### src/rtl/sband_pkg.sv
package sband_pkg;
    localparam int ADDR_W = 4;

    localparam logic [ADDR_W-1:0] A_CFG    = 4'd0;
    localparam logic [ADDR_W-1:0] A_STAT   = 4'd1;
    localparam logic [ADDR_W-1:0] A_SRST   = 4'd2;
    localparam logic [ADDR_W-1:0] A_PSTART = 4'd3;
    localparam logic [ADDR_W-1:0] A_CSTART = 4'd4;
    localparam logic [ADDR_W-1:0] A_BLKSZ  = 4'd5;
    localparam logic [ADDR_W-1:0] A_TXNSZ  = 4'd6;
    localparam logic [ADDR_W-1:0] A_TRACK  = 4'd7;
    localparam logic [ADDR_W-1:0] A_PIPEID = 4'd8;
    localparam logic [ADDR_W-1:0] A_PPSIZE = 4'd9;
    localparam logic [ADDR_W-1:0] A_CPSIZE = 4'd10;

    typedef enum logic {
        S_IDLE = 1'b0,
        S_RUN  = 1'b1
    } side_state_t;

    typedef struct packed {
        logic       infinite;
        logic       direct;
        logic       bypass;
        logic       ten_en;
        logic [1:0] csel;
        logic [1:0] psel;
    } cfg_t;
endpackage

### src/rtl/sband_regs.sv
module sband_regs
    import sband_pkg::*;
#(
    parameter int CNT_W    = 16,
    parameter int PID_W    = 5,
    parameter int PIPE_RST = 4096
) (
    input  logic                  clk,
    input  logic                  rst_n,
    input  logic                  reg_wr,
    input  logic [ADDR_W-1:0]     reg_addr,
    input  logic [2*CNT_W-1:0]    reg_wdata,
    output logic [2*CNT_W-1:0]    reg_rdata,
    input  logic                  prod_idle,
    input  logic                  cons_idle,
    input  logic [CNT_W-1:0]      trk_blk,
    input  logic [CNT_W-1:0]      trk_txn,
    output cfg_t                  cfg,
    output logic [CNT_W-1:0]      blk_size,
    output logic [CNT_W-1:0]      txn_size,
    output logic                  soft_rst,
    output logic                  prod_start,
    output logic                  cons_start
);
    localparam int DW = 2 * CNT_W;
    localparam logic [CNT_W-1:0] PIPE_RV = CNT_W'(PIPE_RST);

    logic [PID_W-1:0] pid_prod, pid_cons;
    logic [CNT_W-1:0] psize_prod, psize_cons;
    logic             wr_cfg, wr_blk, wr_txn, wr_pid, wr_pps, wr_cps;

    assign soft_rst   = reg_wr && (reg_addr == A_SRST);
    assign prod_start = reg_wr && (reg_addr == A_PSTART);
    assign cons_start = reg_wr && (reg_addr == A_CSTART);
    assign wr_cfg     = reg_wr && (reg_addr == A_CFG);
    assign wr_blk     = reg_wr && (reg_addr == A_BLKSZ);
    assign wr_txn     = reg_wr && (reg_addr == A_TXNSZ);
    assign wr_pid     = reg_wr && (reg_addr == A_PIPEID);
    assign wr_pps     = reg_wr && (reg_addr == A_PPSIZE);
    assign wr_cps     = reg_wr && (reg_addr == A_CPSIZE);

    always_ff @(posedge clk or negedge rst_n) begin
        if (!rst_n) begin
            cfg        <= '0;
            blk_size   <= '0;
            txn_size   <= '0;
            pid_prod   <= '0;
            pid_cons   <= '0;
            psize_prod <= PIPE_RV;
            psize_cons <= PIPE_RV;
        end else if (soft_rst) begin
            cfg        <= '0;
            blk_size   <= '0;
            txn_size   <= '0;
            pid_prod   <= '0;
            pid_cons   <= '0;
            psize_prod <= PIPE_RV;
            psize_cons <= PIPE_RV;
        end else begin
            if (wr_cfg) begin
                cfg.psel     <= reg_wdata[1:0];
                cfg.csel     <= reg_wdata[3:2];
                cfg.ten_en   <= reg_wdata[4];
                cfg.bypass   <= reg_wdata[16];
                cfg.direct   <= reg_wdata[17];
                cfg.infinite <= reg_wdata[18];
            end
            if (wr_blk) blk_size <= reg_wdata[CNT_W-1:0];
            if (wr_txn) txn_size <= reg_wdata[CNT_W-1:0];
            if (wr_pid) begin
                pid_prod <= reg_wdata[PID_W-1:0];
                pid_cons <= reg_wdata[16 +: PID_W];
            end
            if (wr_pps) psize_prod <= reg_wdata[CNT_W-1:0];
            if (wr_cps) psize_cons <= reg_wdata[CNT_W-1:0];
        end
    end

    always_comb begin
        reg_rdata = '0;
        unique case (reg_addr)
            A_CFG: begin
                reg_rdata[1:0] = cfg.psel;
                reg_rdata[3:2] = cfg.csel;
                reg_rdata[4]   = cfg.ten_en;
                reg_rdata[16]  = cfg.bypass;
                reg_rdata[17]  = cfg.direct;
                reg_rdata[18]  = cfg.infinite;
            end
            A_STAT: begin
                reg_rdata[0]  = prod_idle;
                reg_rdata[16] = cons_idle;
            end
            A_BLKSZ:  reg_rdata[CNT_W-1:0] = blk_size;
            A_TXNSZ:  reg_rdata[CNT_W-1:0] = txn_size;
            A_TRACK:  reg_rdata = {trk_txn, trk_blk};
            A_PIPEID: begin
                reg_rdata[PID_W-1:0]  = pid_prod;
                reg_rdata[16 +: PID_W] = pid_cons;
            end
            A_PPSIZE: reg_rdata[CNT_W-1:0] = psize_prod;
            A_CPSIZE: reg_rdata[CNT_W-1:0] = psize_cons;
            default:  reg_rdata = '0;
        endcase
    end

    logic unused_wbits;
    assign unused_wbits = ^{reg_wdata[DW-1:21], reg_wdata[15:5]};


    srst_regs_chk: assert property (@(posedge clk) disable iff (!rst_n)
        soft_rst |=> (cfg == '0 && blk_size == '0 && txn_size == '0
                      && psize_prod == PIPE_RV && psize_cons == PIPE_RV));
endmodule

### src/rtl/sband_prod_fsm.sv
module sband_prod_fsm
    import sband_pkg::*;
#(
    parameter int CNT_W = 16
) (
    input  logic             clk,
    input  logic             rst_n,
    input  logic             soft_rst,
    input  logic             start,
    input  logic             byte_stb,
    input  logic [CNT_W-1:0] blk_size,
    input  logic [CNT_W-1:0] txn_size,
    input  logic             ten_en,
    output logic             blk_end,
    output logic             txn_end,
    output logic             busy,
    output logic [CNT_W-1:0] blk_cnt,
    output logic [CNT_W-1:0] txn_cnt
);
    side_state_t state, nxt;
    logic [CNT_W-1:0] blk_nxt, txn_nxt;
    logic             blk_hit, txn_hit;

    assign blk_nxt = blk_cnt + 1'b1;
    assign txn_nxt = txn_cnt + 1'b1;
    assign blk_hit = (blk_nxt == blk_size);
    assign txn_hit = (txn_nxt == txn_size);
    assign busy    = (state == S_RUN);

    always_comb begin
        nxt = state;
        unique case (state)
            S_IDLE: if (start) nxt = S_RUN;
            S_RUN:  if (byte_stb && txn_hit) nxt = S_IDLE;
            default: nxt = S_IDLE;
        endcase
        if (soft_rst) nxt = S_IDLE;
    end

    always_ff @(posedge clk or negedge rst_n) begin
        if (!rst_n) state <= S_IDLE;
        else        state <= nxt;
    end

    always_ff @(posedge clk or negedge rst_n) begin
        if (!rst_n) begin
            blk_cnt <= '0;
            txn_cnt <= '0;
            blk_end <= 1'b0;
            txn_end <= 1'b0;
        end else begin
            blk_end <= 1'b0;
            txn_end <= 1'b0;
            if (soft_rst) begin
                blk_cnt <= '0;
                txn_cnt <= '0;
            end else begin
                unique case (state)
                    S_IDLE: if (start) begin
                        blk_cnt <= '0;
                        txn_cnt <= '0;
                    end
                    S_RUN: if (byte_stb) begin
                        txn_cnt <= txn_nxt;
                        blk_cnt <= blk_hit ? '0 : blk_nxt;
                        blk_end <= blk_hit;
                        txn_end <= txn_hit && ten_en;
                    end
                    default: ;
                endcase
            end
        end
    end


    txn_gate_chk: assert property (@(posedge clk) disable iff (!rst_n)
        txn_end |-> ($past(ten_en) && state == S_IDLE));

    blk_wrap_chk: assert property (@(posedge clk) disable iff (!rst_n)
        blk_end |-> (blk_cnt == '0));

    busy_start_chk: assert property (@(posedge clk) disable iff (!rst_n)
        (state == S_RUN && start && !byte_stb && !soft_rst)
        |=> ($stable(txn_cnt) && $stable(blk_cnt) && state == S_RUN));

    idle_hold_chk: assert property (@(posedge clk) disable iff (!rst_n)
        (state == S_IDLE && !start && !soft_rst)
        |=> ($stable(txn_cnt) && !blk_end));

    srst_prod_chk: assert property (@(posedge clk) disable iff (!rst_n)
        soft_rst |=> (state == S_IDLE && txn_cnt == '0 && blk_cnt == '0
                      && !blk_end && !txn_end));
endmodule

### src/rtl/sband_cons_fsm.sv
module sband_cons_fsm
    import sband_pkg::*;
#(
    parameter int CNT_W = 16
) (
    input  logic             clk,
    input  logic             rst_n,
    input  logic             soft_rst,
    input  logic             start,
    input  logic             byte_stb,
    input  logic [CNT_W-1:0] txn_size,
    output logic             busy
);
    side_state_t state, nxt;
    logic [CNT_W-1:0] cnt, cnt_nxt;

    assign cnt_nxt = cnt + 1'b1;
    assign busy    = (state == S_RUN);

    always_comb begin
        nxt = state;
        unique case (state)
            S_IDLE: if (start) nxt = S_RUN;
            S_RUN:  if (byte_stb && cnt_nxt == txn_size) nxt = S_IDLE;
            default: nxt = S_IDLE;
        endcase
        if (soft_rst) nxt = S_IDLE;
    end

    always_ff @(posedge clk or negedge rst_n) begin
        if (!rst_n) state <= S_IDLE;
        else        state <= nxt;
    end

    always_ff @(posedge clk or negedge rst_n) begin
        if (!rst_n)                            cnt <= '0;
        else if (soft_rst)                     cnt <= '0;
        else if (state == S_IDLE && start)     cnt <= '0;
        else if (state == S_RUN && byte_stb)   cnt <= cnt_nxt;
    end


    cons_hold_chk: assert property (@(posedge clk) disable iff (!rst_n)
        (state == S_RUN && !byte_stb && !soft_rst) |=> (state == S_RUN && $stable(cnt)));
endmodule

### src/rtl/sband_engine.sv
module sband_engine
    import sband_pkg::*;
#(
    parameter int CNT_W    = 16,
    parameter int PID_W    = 5,
    parameter int PIPE_RST = 4096
) (
    input  logic               clk,
    input  logic               rst_n,
    input  logic               reg_wr,
    input  logic [3:0]         reg_addr,
    input  logic [2*CNT_W-1:0] reg_wdata,
    output logic [2*CNT_W-1:0] reg_rdata,
    input  logic               prod_byte,
    input  logic               cons_byte,
    output logic               blk_end,
    output logic               txn_end,
    output logic [1:0]         prod_req,
    output logic [1:0]         cons_req
);
    cfg_t             cfg;
    logic [CNT_W-1:0] blk_size, txn_size, trk_blk, trk_txn;
    logic             soft_rst, prod_start, cons_start, prod_busy, cons_busy;

    sband_regs #(.CNT_W(CNT_W), .PID_W(PID_W), .PIPE_RST(PIPE_RST)) u_regs (
        .clk(clk), .rst_n(rst_n), .reg_wr(reg_wr), .reg_addr(reg_addr),
        .reg_wdata(reg_wdata), .reg_rdata(reg_rdata),
        .prod_idle(!prod_busy), .cons_idle(!cons_busy),
        .trk_blk(trk_blk), .trk_txn(trk_txn), .cfg(cfg),
        .blk_size(blk_size), .txn_size(txn_size), .soft_rst(soft_rst),
        .prod_start(prod_start), .cons_start(cons_start)
    );

    sband_prod_fsm #(.CNT_W(CNT_W)) u_prod (
        .clk(clk), .rst_n(rst_n), .soft_rst(soft_rst), .start(prod_start),
        .byte_stb(prod_byte), .blk_size(blk_size), .txn_size(txn_size),
        .ten_en(cfg.ten_en), .blk_end(blk_end), .txn_end(txn_end),
        .busy(prod_busy), .blk_cnt(trk_blk), .txn_cnt(trk_txn)
    );

    sband_cons_fsm #(.CNT_W(CNT_W)) u_cons (
        .clk(clk), .rst_n(rst_n), .soft_rst(soft_rst), .start(cons_start),
        .byte_stb(cons_byte), .txn_size(txn_size), .busy(cons_busy)
    );

    logic [1:0][1:0] sel;
    logic [1:0]      side_busy;
    logic [1:0][1:0] req;
    assign sel       = {cfg.csel, cfg.psel};
    assign side_busy = {cons_busy, prod_busy};

    for (genvar s = 0; s < 2; s++) begin : g_req
        always_comb begin
            req[s] = 2'b00;
            if (side_busy[s]) begin
                unique case (sel[s])
                    2'd1:    req[s] = 2'b01;
                    2'd2:    req[s] = 2'b10;
                    default: req[s] = 2'b00;
                endcase
            end
        end
    end

    assign prod_req = req[0];
    assign cons_req = req[1];


    req_onehot_chk: assert property (@(posedge clk) disable iff (!rst_n)
        $onehot0(prod_req) && $onehot0(cons_req));

    req_idle_chk: assert property (@(posedge clk) disable iff (!rst_n)
        (!prod_busy |-> prod_req == 2'b00));
endmodule

### config.mk
export PLATFORM = sky130hd
export DESIGN_NAME = sband_engine
export DESIGN_NICKNAME = d
export VERILOG_FILES = /design/src/rtl/sband_pkg.sv /design/src/rtl/sband_regs.sv /design/src/rtl/sband_prod_fsm.sv /design/src/rtl/sband_cons_fsm.sv /design/src/rtl/sband_engine.sv
export SDC_FILE = /design/constraint.sdc
export NUM_CORES = 1
export LEC_CHECK = 0
export ABC_AREA = 1
export BUFFER_PORTS_ARGS = -buffer_cell sky130_fd_sc_hd__buf_2
export CAP_MARGIN = 20
export CORE_UTILIZATION = 50
export CTS_CLUSTER_SIZE = 12
export DETAILED_ROUTE_END_ITERATION = 8
export GPL_TIMING_DRIVEN = 0
export PLACE_DENSITY = 0.69
export REMOVE_ABC_BUFFERS = 1
export SETUP_SLACK_MARGIN = 0.02
export SYNTH_ARGS = -nofsm -noshare
export SYNTH_HDL_FRONTEND = slang
export SYNTH_HIERARCHICAL = 1
export SYNTH_SLANG_ARGS = --single-unit
### constraint.sdc
create_clock -name clk -period 2.4 [get_ports clk]
set_input_delay 0.48 -clock clk [delete_from_list [all_inputs] [get_ports clk]]
set_output_delay 0.48 -clock clk [all_outputs]
set_load 0.02 [all_outputs]
==> results.md, run 1 <==
| Metric | Reported | Unit |
|---|---|---|
| Final HPWL DP | 18,000 | µm |
| Switching part of the total power | 37.8 | % |
| Async set or reset register ratio after synthesis | 100 | % |
| Post-Syn Instances | 1,378 | - |
| Clock transition at the registers of the reported paths | 0.06 | ns |
| Overall track demand over capacity in global routing | 30.5 | % |
| Final Critical Period | 2.31 | ns |
| Main area contributors after synthesis | sky130_fd_sc_hd__dfrtp_1 (37%), sky130_fd_sc_hd__nand2_1 (19%), sky130_fd_sc_hd__nand3_1 (15%) | - |
| Die Height | 136 | µm |
| Clock Path Buffers | 2 | - |
| Area of the placeable core | 17,400 | µm² |
| Clock tree from TritonCTS | done | - |
| RSZ-0062 raised after global routing | true | - |
| Worst reg2reg startpoint | u_prod/blk_cnt[0] | - |
| Global-route wire length before repair | 43,300 | µm |
| Type of the worst setup path | in2out | - |
| Max-Slew Margin vs Limit | 51.0 | % |
| Upper clock frequency limit | 434 | MHz |
| NetSw | 3370 | µW |
| Number of vias per cell after detailed routing | 5.61 | - |
| Number of violations reported at the end of detailed-routing iteration 0 | 839 | - |
| Final core utilization | 59.7 | % |
| Count of boundary I/O pins | 79 | - |
| Final net count | 1,484 | - |
| Post-synthesis to final-layout area growth | 15.8 | % |
| Violated checks | hold timing | - |
| Area of the mapped netlist | 8980 | µm² |
| Fillcell total | 1,662 | - |
| Sum of routed wire length over all layers | 27,000 | µm |
| Critical register-to-register path endpoint | u_prod/blk_cnt[4] | - |
| Number of clock sinks | 134 | - |
| Largest fanout on the critical path | 5 | - |
| Buffer type at the clock tree root | sky130_fd_sc_hd__clkbuf_16 | - |
| Count of final hold-check violations | 3 | - |
| Final ANT Viol Nets | 0 | - |
| Maximum VDD drop | 0.000609 | V |
| Area of the die | 18,500 | µm² |
| Most area-hungry cell type in the Yosys netlist | sky130_fd_sc_hd__dfrtp_1 | - |
| Leakage Power | 0.00540 | µW |
| Worst R2R Path Depth | 14 | - |
| Number of buffers inserted by port buffering | 67 | - |
| Fraction of post-synthesis cell area in the top cell type by area | 36.8 | % |
| Worst Setup End Kind | primary output | - |
| Site row count | 48 | - |
| Die span in x | 136 | µm |
| Setup slack on the worst flop-to-flop path | 0.12 | ns |
| Logic pwr share | 30.2 | % |
| Internal power | 5560 | µW |
| Required time worst endpoint | 1.92 | ns |
| Leading cell type by number of instances after synthesis | sky130_fd_sc_hd__nand2_1 | - |
| Antenna diode count | 0 | - |
| Hold WS | -0.0145 | ns |
| Flip-flop and latch count after synthesis | 134 | - |
| Weighted congestion at the end of routability-driven global placement | 0.910 | - |
| Period Utilization, post-route | 96.1 | % |
| Maximum capacitance violations | 0 | - |
| Fraction of final layout cells with drive strength greater than 1 | 12.7 | % |
| Clock insertion delay at the later pin of the skew report | 0.43 | ns |
| Post-Syn Area per Cell | 6.51 | µm² |
| Post-CTS Hold Buffers | 0 | - |
| Vias in the first global route | 8,639 | - |
| Power after layout | 8930 | µW |
| Hold Crit Class | in2async | - |
| Startpoint type of the worst setup path | primary input | - |
| Commonest register cell after synthesis | sky130_fd_sc_hd__dfrtp_1 | - |
| DRC violation count after routing | 0 | - |
| Pin count of the biggest net entering global routing | 93 | - |
| Max Slew Vio Count | 0 | - |
| Starting utilization of the core area | 51.5 | % |
| Arrival time at the worst endpoint | 1.83 | ns |
| Vias after detailed routing | 9,415 | - |
| Wire length per cell | 16.1 | µm |
| Worst-Margin Slew | 0.734 | ns |
| Total overflow reported by the global router | 0 | - |
| Leading post-synthesis cells by instance count | sky130_fd_sc_hd__nand2_1 (457), sky130_fd_sc_hd__nand3_1 (263), sky130_fd_sc_hd__inv_1 (149) | - |
| Register area share after synthesis | 37.4 | % |
| Number of enable-type register cells in the synthesized netlist | 0 | - |
| Number of antenna violations at the first check in global routing | 0 | - |
| Worst clock skew | 0.00857 | ns |
| Synth warnings | 6 | - |
| Clock network fraction of total power | 31.7 | % |
| Count of unique library cells instantiated by Yosys | 37 | - |
| Pwr dens | 859 | nW/µm² |
| Iteration count of the initial detailed-routing pass | 5 | - |
| Seq pwr share | 38.1 | % |
| CTS HTree Levels | 4 | - |
| Number of failing setup endpoints in the final timing report | 0 | - |
| Number of buffers created by CTS | 17 | - |
| Status | finished with violations | - |
-- kinds of logic after synthesis --
group,synth area share (%)
simple gates,46.9
fa+ha+maj,0.418
compound gates,5.07
buf+inv,8.57
flops,37.4
xor+xnor,1.69
-- flip-flops by register name, summed over array words and instances (netlist names), 8 cells and up --
name / flops
u_cons/cnt: 16
u_prod/blk_cnt: 16
u_prod/txn_cnt: 16
u_regs/blk_size: 16
u_regs/cfg: 8
u_regs/psize_cons: 16
u_regs/psize_prod: 16
u_regs/txn_size: 16
-- per-layer routing --
layer / part of all wire (%) / global-route usage, %
met1: 43 / 39.6
met2: 47 / 50.1
met3: 7.7 / 5.67
met4: 2.3 / 12.0
met5: 0 / 0
-- how the worst max path moves through the flow --
stage / start / to / slack, ns / cells after the start
floorplan: reg_addr[3] / u_prod/txn_cnt[1] / -3.30 / 8
global placement: reg_addr[0] / u_prod/txn_cnt[1] / -5.83 / 9
detailed placement: reg_addr[1] / u_prod/txn_cnt[1] / -1.86 / 10
CTS: reg_addr[3] / u_prod/blk_cnt[10] / 0.02 / 9
global route: reg_addr[0] / reg_rdata[17] / -0.004 / 7
finish: reg_addr[3] / reg_rdata[18] / 0.09 / 8
-- repair_timing --
item	in CTS	in global routing
setup endpoints to repair	114	44
buffers inserted	6	8
endpoints found under the hold margin	0	0
gates resized for setup	12	13
cloned	3	2
pin swaps	4	4
-- worst max-delay path, stage by stage --
cell	delay, ns
sky130_fd_sc_hd__buf_2	0.19
sky130_fd_sc_hd__inv_2	0.11
sky130_fd_sc_hd__nand2_1	0.15
sky130_fd_sc_hd__nor2_4	0.31
sky130_fd_sc_hd__buf_4	0.21
sky130_fd_sc_hd__nand2_1	0.07
sky130_fd_sc_hd__o211ai_1	0.11
sky130_fd_sc_hd__buf_2	0.20
-- layout by cell type (no fill, tap or decap), types with 17 or more instances in the layout --
| cell type | count |
|---|---|
| sky130_fd_sc_hd__dfrtp_1 | 132 |
| sky130_fd_sc_hd__inv_1 | 148 |
| sky130_fd_sc_hd__o21ai_0 | 37 |
| sky130_fd_sc_hd__nand2_2 | 23 |
| sky130_fd_sc_hd__nand4_1 | 19 |
| sky130_fd_sc_hd__nand2_1 | 456 |
| sky130_fd_sc_hd__buf_2 | 65 |
| sky130_fd_sc_hd__nand3b_1 | 18 |
| sky130_fd_sc_hd__o22ai_1 | 26 |
| sky130_fd_sc_hd__nor2_4 | 17 |
| sky130_fd_sc_hd__clkbuf_16 | 17 |
| sky130_fd_sc_hd__nor2_1 | 139 |
| sky130_fd_sc_hd__nand3_1 | 261 |
-- power by group through the flow --
stage	clock, µW	sequential (µW)	combinational, µW
CTS	2860	3390	2600
finish	2830	3410	2700
detailed placement	0	3420	2550
global placement	0	3420	2490
floorplan	0	3200	2000
global route	2950	3490	3060
-- metrics by stage --
stage          worst slack, ns  area, µm²  setup TNS [ns]  hold WS, ns  std cells
3_5_place_dp             -1.86       9480          -97.26        0.455       1626
3_3_place_gp             -5.83       9390         -763.42        0.479       1623
5_1_grt               -0.00384      10400        -0.00384       0.0270       1678
2_1_floorplan            -3.30       8770         -328.08        0.184       1331
4_1_cts                 0.0156      10200               0      0.00336       1667
6_report                0.0945      10400               0      -0.0145       1678
-- layout make-up --
type | count | area [µm²] | area share [%]
timing repair buffer | 85 | 559 | 5.38
multi-input combinational | 1050 | 4990 | 48.0
timing repair inverter | 1 | 7.51 | 0.0722
sequential | 134 | 3360 | 32.3
clock buffer | 21 | 460 | 4.43
inverter | 151 | 573 | 5.51
clock inverter | 11 | 173 | 1.66
tap | 225 | 282 | 2.71
Power figures use the tool's default switching activity.
==> inputs of run 2 (changes only) <==
--- a/config.mk
+++ b/config.mk
@@ -13,7 +13,6 @@
 export DETAILED_ROUTE_END_ITERATION = 8
 export GPL_TIMING_DRIVEN = 0
 export PLACE_DENSITY = 0.69
-export REMOVE_ABC_BUFFERS = 1
 export SETUP_SLACK_MARGIN = 0.02
 export SYNTH_ARGS = -nofsm -noshare
 export SYNTH_HDL_FRONTEND = slang
==> results.md, run 2 (same netlist as run 1, synthesis figures left out) <==
| Metric | Reported | Unit | Change |
|---|---|---|---|
| Global-route wire length before repair | 44,900 | µm | was 43,300 µm |
| DR WL met2 | 13,000 | µm | was 12,800 µm |
| Max-Slew Margin vs Limit | 49.7 | % | was 51.0% |
| Vias in the first global route | 8,534 | - | was 8,639 |
| Upper clock frequency limit | 427 | MHz | was 434 MHz |
| Period Utilization, post-route | 97.6 | % | was 96.1% |
| Sum of routed wire length over all layers | 28,500 | µm | was 27,000 µm |
| Final ANT Viol Nets | 0 | - | unchanged |
| Count of final hold-check violations | 0 | - | was 3 |
| Most common cell after layout, fill and taps aside | sky130_fd_sc_hd__nand2_1 | - | unchanged |
| Count of boundary I/O pins | 79 | - | unchanged |
| Vias after detailed routing | 9,482 | - | was 9,415 |
| Worst reg2reg startpoint | u_prod/blk_cnt[2] | - | was u_prod/blk_cnt[0] |
| Met1 Wirelength | 12,600 | µm | was 11,600 µm |
| Final core utilization | 59.0 | % | was 59.7% |
| Number of buffers inserted by port buffering | 66 | - | was 67 |
| Maximum capacitance violations | 0 | - | unchanged |
| Leakage Power | 0.00539 | µW | was 0.00540 µW |
| Setup slack on the worst flop-to-flop path | 0.24 | ns | was 0.12 ns |
| Setup Total Neg Slack | 0 | ns | unchanged |
| Post-synthesis to final-layout area growth | 14.5 | % | was 15.8% |
| Setup ws final | 0.0580 | ns | was 0.0945 ns |
| Weighted congestion at the end of routability-driven global placement | 0.927 | - | was 0.910 |
| Iteration count of the initial detailed-routing pass | 6 | - | was 5 |
| DP Worst Slack | -0.871 | ns | was -1.86 ns |
| Required time worst endpoint | 1.92 | ns | about the same |
| Site row count | 48 | - | unchanged |
| Worst-Margin Slew | 0.755 | ns | was 0.734 ns |
| Final HPWL DP | 21,000 | µm | was 18,000 µm |
| Worst Setup End Kind | primary output | - | unchanged |
| Area of the placeable core | 17,400 | µm² | unchanged |
| CTS HTree Levels | 4 | - | unchanged |
| Number of violations reported at the end of detailed-routing iteration 0 | 946 | - | was 839 |
| Final net count | 1,509 | - | was 1,484 |
| Max Slew Vio Count | 0 | - | unchanged |
| Final non-filler cell area | 10,300 | µm² | was 10,400 µm² |
| WL met3 | 2140 | µm | was 2070 µm |
| Commonest cells after routing, fill and taps aside | sky130_fd_sc_hd__nand2_1 (456), sky130_fd_sc_hd__nand3_1 (262), sky130_fd_sc_hd__inv_1 (149) | - | was sky130_fd_sc_hd__nand2_1 (456), sky130_fd_sc_hd__nand3_1 (261), sky130_fd_sc_hd__inv_1 (148) |
| Clock transition at the registers of the reported paths | 0.06 | ns | about the same |
| DRC violation count after routing | 0 | - | unchanged |
| Maximum VDD drop | 0.000597 | V | was 0.000609 V |
| Syn Nets | 1,422 | - |  |
| Pwr dens | 848 | nW/µm² | was 859 nW/µm² |
| Fraction of final layout cells with drive strength greater than 1 | 12.7 | % | about the same |
| Number of vias per cell after detailed routing | 5.57 | - | was 5.61 |
| Hold Crit Class | in2async | - | unchanged |
| Startpoint type of the worst setup path | primary input | - | unchanged |
| Buffer type at the clock tree root | sky130_fd_sc_hd__clkbuf_16 | - | unchanged |
| Pin count of the biggest net entering global routing | 74 | - | was 93 |
| Worst R2R Path Depth | 12 | - | was 14 |
| Arrival time at the worst endpoint | 1.86 | ns | was 1.83 ns |
| Clock Path Buffers | 2 | - | unchanged |
| Top layer in use | met4 | - | unchanged |
| Number of failing setup endpoints in the final timing report | 0 | - | unchanged |
| Worst clock skew | 0.00892 | ns | was 0.00857 ns |
| Type of the worst setup path | in2out | - | unchanged |
| Critical register-to-register path endpoint | u_prod/blk_cnt[9] | - | was u_prod/blk_cnt[4] |
| Die Height | 136 | µm | unchanged |
| Clock insertion delay at the later pin of the skew report | 0.43 | ns | about the same |
| Final Critical Period | 2.34 | ns | was 2.31 ns |
| Area of the die | 18,500 | µm² | unchanged |
| Status | completed | - | was finished with violations |
| Total overflow reported by the global router | 0 | - | unchanged |
| Area of placed instances | 9620 | µm² | was 9480 µm² |
| Starting utilization of the core area | 51.5 | % | unchanged |
| Number of clock sinks | 134 | - | unchanged |
| Overall track demand over capacity in global routing | 32.0 | % | was 30.5% |
| Wire length per cell | 16.7 | µm | was 16.1 µm |
| Number of buffers created by CTS | 17 | - | unchanged |
| Number of antenna violations at the first check in global routing | 1 | - | was 0 |
| Clock tree from TritonCTS | done | - | unchanged |
| Die span in x | 136 | µm | unchanged |
| RSZ-0062 raised after global routing | true | - | unchanged |
| Antenna diode count | 0 | - | unchanged |
| Post-CTS Hold Buffers | 0 | - | unchanged |
| Largest fanout on the critical path | 10 | - | was 5 |
-- run 2: area by class of cell --
type                       count  area [µm²]
fill                        1719        7140
multi-input combinational   1046        4900
sequential                   134        3360
inverter                     151         568
clock buffer                  20         457
timing repair buffer          69         379
tap                          225         282
buffer                        46         215
clock inverter                12         120
-- run 2: worst max-delay path, stage by stage --
cell and delay [ns]:
sky130_fd_sc_hd__buf_2 0.12, sky130_fd_sc_hd__buf_2 0.24, sky130_fd_sc_hd__nand2_2 0.13, sky130_fd_sc_hd__nor2_4 0.16, sky130_fd_sc_hd__clkbuf_4 0.24, sky130_fd_sc_hd__nand2_1 0.11, sky130_fd_sc_hd__nand2_1 0.09, sky130_fd_sc_hd__inv_1 0.04
sky130_fd_sc_hd__nand2_1 0.09, sky130_fd_sc_hd__buf_2 0.17
-- run 2: repair_timing --
| item | in CTS | in global routing |
|---|---|---|
| gates cloned | 0 | 0 |
| gates resized for setup | 6 | 28 |
| setup buffers | 1 | 1 |
| endpoints found under the setup margin | 72 | 57 |
| pin swaps | 1 | 0 |
-- run 2: power breakdown --
group	leakage, µW	switching, µW	internal, µW	total (µW)
Combinational	0.00335	1680	1010	2690
Clock	0.000272	1100	1500	2600
Sequential	0.00177	662	2770	3430
Total	0.00539	3440	5270	8710
-- run 2: how the worst max path moves through the flow --
stage	from	end	slack, ns	cells past startpoint
after floorplan	reg_wr	u_prod/blk_cnt[0]	0.16	11
after global placement	rst_n	u_regs/psize_prod[8]	-1.15	1
after detailed placement	reg_addr[1]	u_prod/blk_cnt[13]	-0.87	13
after CTS	reg_addr[1]	u_prod/blk_cnt[0]	0.02	12
after global routing	reg_addr[1]	u_cons/cnt[6]	0.002	10
final	reg_addr[0]	reg_rdata[13]	0.06	10
-- run 2: routing by layer --
layer	up-vias	GRT usage [%]
met5	-	0
met4	0	12.0
met3	60	6.41
met2	395	50.8
met1	4407	42.9
li1	4620	-
-- run 2: stage by stage --
step | power [µW] | hold slack [ns] | std cells
final | 8710 | 0.0655 | 1703
after global routing | 9280 | 0.145 | 1703
after CTS | 8650 | 0.112 | 1702
after detailed placement | 6040 | 0.479 | 1670
after global placement | 5960 | 0.479 | 1669
after floorplan | 5230 | 0.184 | 1378
==> inputs of run 3 (changes only) <==
--- a/config.mk
+++ b/config.mk
@@ -5,7 +5,7 @@
 export SDC_FILE = /design/constraint.sdc
 export NUM_CORES = 1
 export LEC_CHECK = 0
-export ABC_AREA = 1
+export ABC_AREA = 0
 export BUFFER_PORTS_ARGS = -buffer_cell sky130_fd_sc_hd__buf_2
 export CAP_MARGIN = 20
 export CORE_UTILIZATION = 50
==> results.md, run 3 <==
| Metric | Reported | Unit | Change |
|---|---|---|---|
| Final HPWL DP | 21,000 | µm | about the same |
| Number of antenna violations at the first check in global routing | 0 | - | was 1 |
| RSZ-0062 raised after global routing | true | - | unchanged |
| Post-Syn Area per Cell | 8.47 | µm² | was 6.51 µm² |
| Number of buffers created by CTS | 17 | - | unchanged |
| Leading post-synthesis cells by instance count | sky130_fd_sc_hd__dfrtp_1 (132), sky130_fd_sc_hd__nand3_1 (108), sky130_fd_sc_hd__a21oi_1 (101), sky130_fd_sc_hd__o21ai_0 (101), sky130_fd_sc_hd__nand2_1 (59) | - | was sky130_fd_sc_hd__nand2_1 (457), sky130_fd_sc_hd__nand3_1 (263), sky130_fd_sc_hd__inv_1 (149) |
| Switching part of the total power | 35.6 | % | was 39.5% |
| CTS HTree Levels | 4 | - | unchanged |
| Count of boundary I/O pins | 79 | - | unchanged |
| DP Worst Slack | -0.994 | ns | was -0.871 ns |
| Type of the worst setup path | reg2reg | - | was in2out |
| Number of enable-type register cells in the synthesized netlist | 0 | - | unchanged |
| Hold WS | 0.285 | ns | was 0.0655 ns |
| Number of violations reported at the end of detailed-routing iteration 0 | 979 | - | was 946 |
| Flip-flop and latch count after synthesis | 134 | - | unchanged |
| Clock network fraction of total power | 34.4 | % | was 29.8% |
| Post-Syn Instances | 1,050 | - | was 1,378 |
| Clock transition at the registers of the reported paths | 0.07 | ns | was 0.06 ns |
| Internal power | 4910 | µW | was 5270 µW |
| Setup ws final | 0.00150 | ns | was 0.0580 ns |
| Clock Path Buffers | 2 | - | unchanged |
| Vias in the first global route | 8,360 | - | was 8,534 |
| Upper clock frequency limit | 417 | MHz | was 427 MHz |
| Maximum VDD drop | 0.000594 | V | was 0.000597 V |
| Max-Slew Margin vs Limit | 54.3 | % | was 49.7% |
| Arrival time at the worst endpoint | 2.68 | ns | was 1.86 ns |
| NetSw | 2710 | µW | was 3440 µW |
| Worst path max stage delay | 0.46 | ns | was 0.24 ns |
| Leading cell type by number of instances after synthesis | sky130_fd_sc_hd__dfrtp_1 | - | was sky130_fd_sc_hd__nand2_1 |
| Die Height | 135 | µm | was 136 µm |
| Area of the placeable core | 17,400 | µm² | about the same |
| Post-synthesis to final-layout area growth | 19.7 | % | was 14.5% |
| Setup slack on the worst flop-to-flop path | 0.002 | ns | was 0.24 ns |
| Area of the mapped netlist | 8890 | µm² | was 8980 µm² |
| Syn Nets | 1,094 | - | was 1,422 |
| Maximum capacitance violations | 0 | - | unchanged |
| Worst Setup End Kind | flip-flop | - | was primary output |
| Total overflow reported by the global router | 0 | - | unchanged |
| Worst-Margin Slew | 0.684 | ns | was 0.755 ns |
| Commonest register cell after synthesis | sky130_fd_sc_hd__dfrtp_1 | - | unchanged |
| Number of failing setup endpoints in the final timing report | 0 | - | unchanged |
| Count of unique library cells instantiated by Yosys | 84 | - | was 37 |
| Final ANT Viol Nets | 0 | - | unchanged |
| Final Critical Period | 2.40 | ns | was 2.34 ns |
| Weighted congestion at the end of routability-driven global placement | 0.926 | - | was 0.927 |
| Worst clock skew | 0.0126 | ns | was 0.00892 ns |
| Buffer type at the clock tree root | sky130_fd_sc_hd__clkbuf_16 | - | unchanged |
| Sum of buffers and inverters on the critical path | 2 | - | was 5 |
| Count of final hold-check violations | 0 | - | unchanged |
| Clock insertion delay at the later pin of the skew report | 0.43 | ns | about the same |
| Sum of routed wire length over all layers | 29,800 | µm | was 28,500 µm |
| Seq pwr share | 39.1 | % | was 39.3% |
| Pwr dens | 716 | nW/µm² | was 848 nW/µm² |
| Cell chain of the critical path | buf_6 -> and4_1 -> and4_1 -> a2111o_1 -> a21oi_2 -> nand4_4 -> buf_2 -> a31oi_1 -> a31oi_1 | - | was buf_2 -> buf_2 -> nand2_2 -> nor2_4 -> clkbuf_4 -> nand2_1 -> nand2_1 -> inv_1 -> nand2_1 -> buf_2 |
| Final core utilization | 61.3 | % | was 59.0% |
| Register area share after synthesis | 37.7 | % | was 37.4% |
| Final net count | 1,192 | - | was 1,509 |
| Fraction of final layout cells with drive strength greater than 1 | 23.2 | % | was 12.7% |
| Global-route wire length before repair | 46,300 | µm | was 44,900 µm |
| Period Utilization, post-route | 99.9 | % | was 97.6% |
| Number of buffers inserted by port buffering | 66 | - | unchanged |
| Fillcell total | 1,541 | - | was 1,719 |
| Startpoint type of the worst setup path | flip-flop | - | was primary input |
| Largest fanout on the critical path | 10 | - | unchanged |
| Max Slew Vio Count | 0 | - | unchanged |
| Area of the die | 18,300 | µm² | was 18,500 µm² |
| Area of placed instances | 9540 | µm² | was 9620 µm² |
| Leakage Power | 0.00449 | µW | was 0.00539 µW |
| Hold Crit Class | in2reg | - | was in2async |
| Pin count of the biggest net entering global routing | 98 | - | was 74 |
| Die span in x | 135 | µm | was 136 µm |
| Wire length per cell | 21.5 | µm | was 16.7 µm |
| DRC violation count after routing | 0 | - | unchanged |
| Overall track demand over capacity in global routing | 33.2 | % | was 32.0% |
| Fraction of post-synthesis cell area in the top cell type by area | 37.1 | % | was 36.8% |
| Antenna diode count | 0 | - | unchanged |
| Crit path max-delay family | compound AO/OA/AOI/OAI gates | - | was buffers and inverters |
| Clock tree from TritonCTS | done | - | unchanged |
| Main area contributors after synthesis | sky130_fd_sc_hd__dfrtp_1 (37%), sky130_fd_sc_hd__nand3_1 (6.1%), sky130_fd_sc_hd__a21oi_1 (5.7%) | - | was sky130_fd_sc_hd__dfrtp_1 (37%), sky130_fd_sc_hd__nand2_1 (19%), sky130_fd_sc_hd__nand3_1 (15%) |
| Logic pwr share | 26.5 | % | was 30.9% |
| Required time worst endpoint | 2.68 | ns | was 1.92 ns |
| Starting utilization of the core area | 51.2 | % | was 51.5% |
| Power after layout | 7620 | µW | was 8710 µW |
| Synth warnings | 6 | - | unchanged |
| Number of clock sinks | 134 | - | unchanged |
| Status | completed | - | unchanged |
| Most area-hungry cell type in the Yosys netlist | sky130_fd_sc_hd__dfrtp_1 | - | unchanged |
| Final non-filler cell area | 10,600 | µm² | was 10,300 µm² |
| Vias after detailed routing | 9,003 | - | was 9,482 |
| Most common cell after layout, fill and taps aside | sky130_fd_sc_hd__dfrtp_1 | - | was sky130_fd_sc_hd__nand2_1 |
| Commonest cells after routing, fill and taps aside | sky130_fd_sc_hd__dfrtp_1 (122), sky130_fd_sc_hd__nand3_1 (105), sky130_fd_sc_hd__o21ai_0 (101) | - | was sky130_fd_sc_hd__nand2_1 (456), sky130_fd_sc_hd__nand3_1 (262), sky130_fd_sc_hd__inv_1 (149) |
| Iteration count of the initial detailed-routing pass | 6 | - | unchanged |
| Slowest cell on crit path | sky130_fd_sc_hd__a2111o_1 | - | was sky130_fd_sc_hd__buf_2 |
| Site row count | 48 | - | unchanged |
| Async set or reset register ratio after synthesis | 100 | % | unchanged |
| Number of vias per cell after detailed routing | 6.50 | - | was 5.57 |
-- run 3: repair_timing --
action / 4_1_cts / 5_1_grt
endpoints found under the setup margin: 74 / 56
pin swaps: 7 / 11
gates cloned: 0 / 2
setup buffers: 7 / 7
hold endpoints to repair: 37 / 0
hold buffers: 1 / 0
resized for setup: 58 / 76
-- run 3: stage by stage --
step	setup TNS, ns	instances
floorplan	0	1050
global placement	-184.93	1341
detailed placement	-40.78	1342
CTS	0	1380
global route	-0.171	1386
finish	0	1386
-- run 3: area by class of cell --
cell class | instances | area (µm²) | area share (%)
buffer | 95 | 559 | 5.25
sequential | 134 | 3370 | 31.6
inverter | 13 | 51.3 | 0.482
multi-input combinational | 803 | 5280 | 49.6
clock inverter | 14 | 139 | 1.30
tap | 225 | 282 | 2.64
timing repair buffer | 84 | 526 | 4.94
clock buffer | 18 | 439 | 4.13
-- run 3: kinds of logic after synthesis --
logic type / share of synthesized area, %
mux: 2.05
fa+ha+maj: 0.422
buf+inv: 5.97
xor+xnor: 6.29
flops: 37.7
compound gates: 23.2
simple gates: 24.3
-- run 3: power groups by stage --
stage	Sequential (µW)	Clock, µW	Combinational, µW
final	2980	2620	2020
after global routing	3020	2750	2180
after detailed placement	3020	0	1710
after global placement	3010	0	1670
after CTS	2960	2640	1880
after floorplan	2840	0	1270
-- run 3: metal layers --
layer | part of all wire (%) | GRT usage [%]
met5 | 0 | 0
met2 | 47 | 52.2
met1 | 42 | 45.7
met3 | 8.1 | 5.39
met4 | 2.8 | 12.7
-- run 3: final timing paths --
check                                   endpoint               from  depth (start not counted)
setup / recovery               u_prod/blk_cnt[8]  u_prod/blk_cnt[4]                          9
min in group asynchronous          u_cons/cnt[9]              rst_n                          2
hold reg to reg                    u_regs/cfg[7]      u_regs/cfg[7]                          1
max in group asynchronous  u_regs/psize_prod[12]              rst_n                          3
setup reg to reg               u_prod/blk_cnt[8]  u_prod/blk_cnt[4]                          9
hold / removal                     u_regs/cfg[7]      reg_wdata[18]                          2
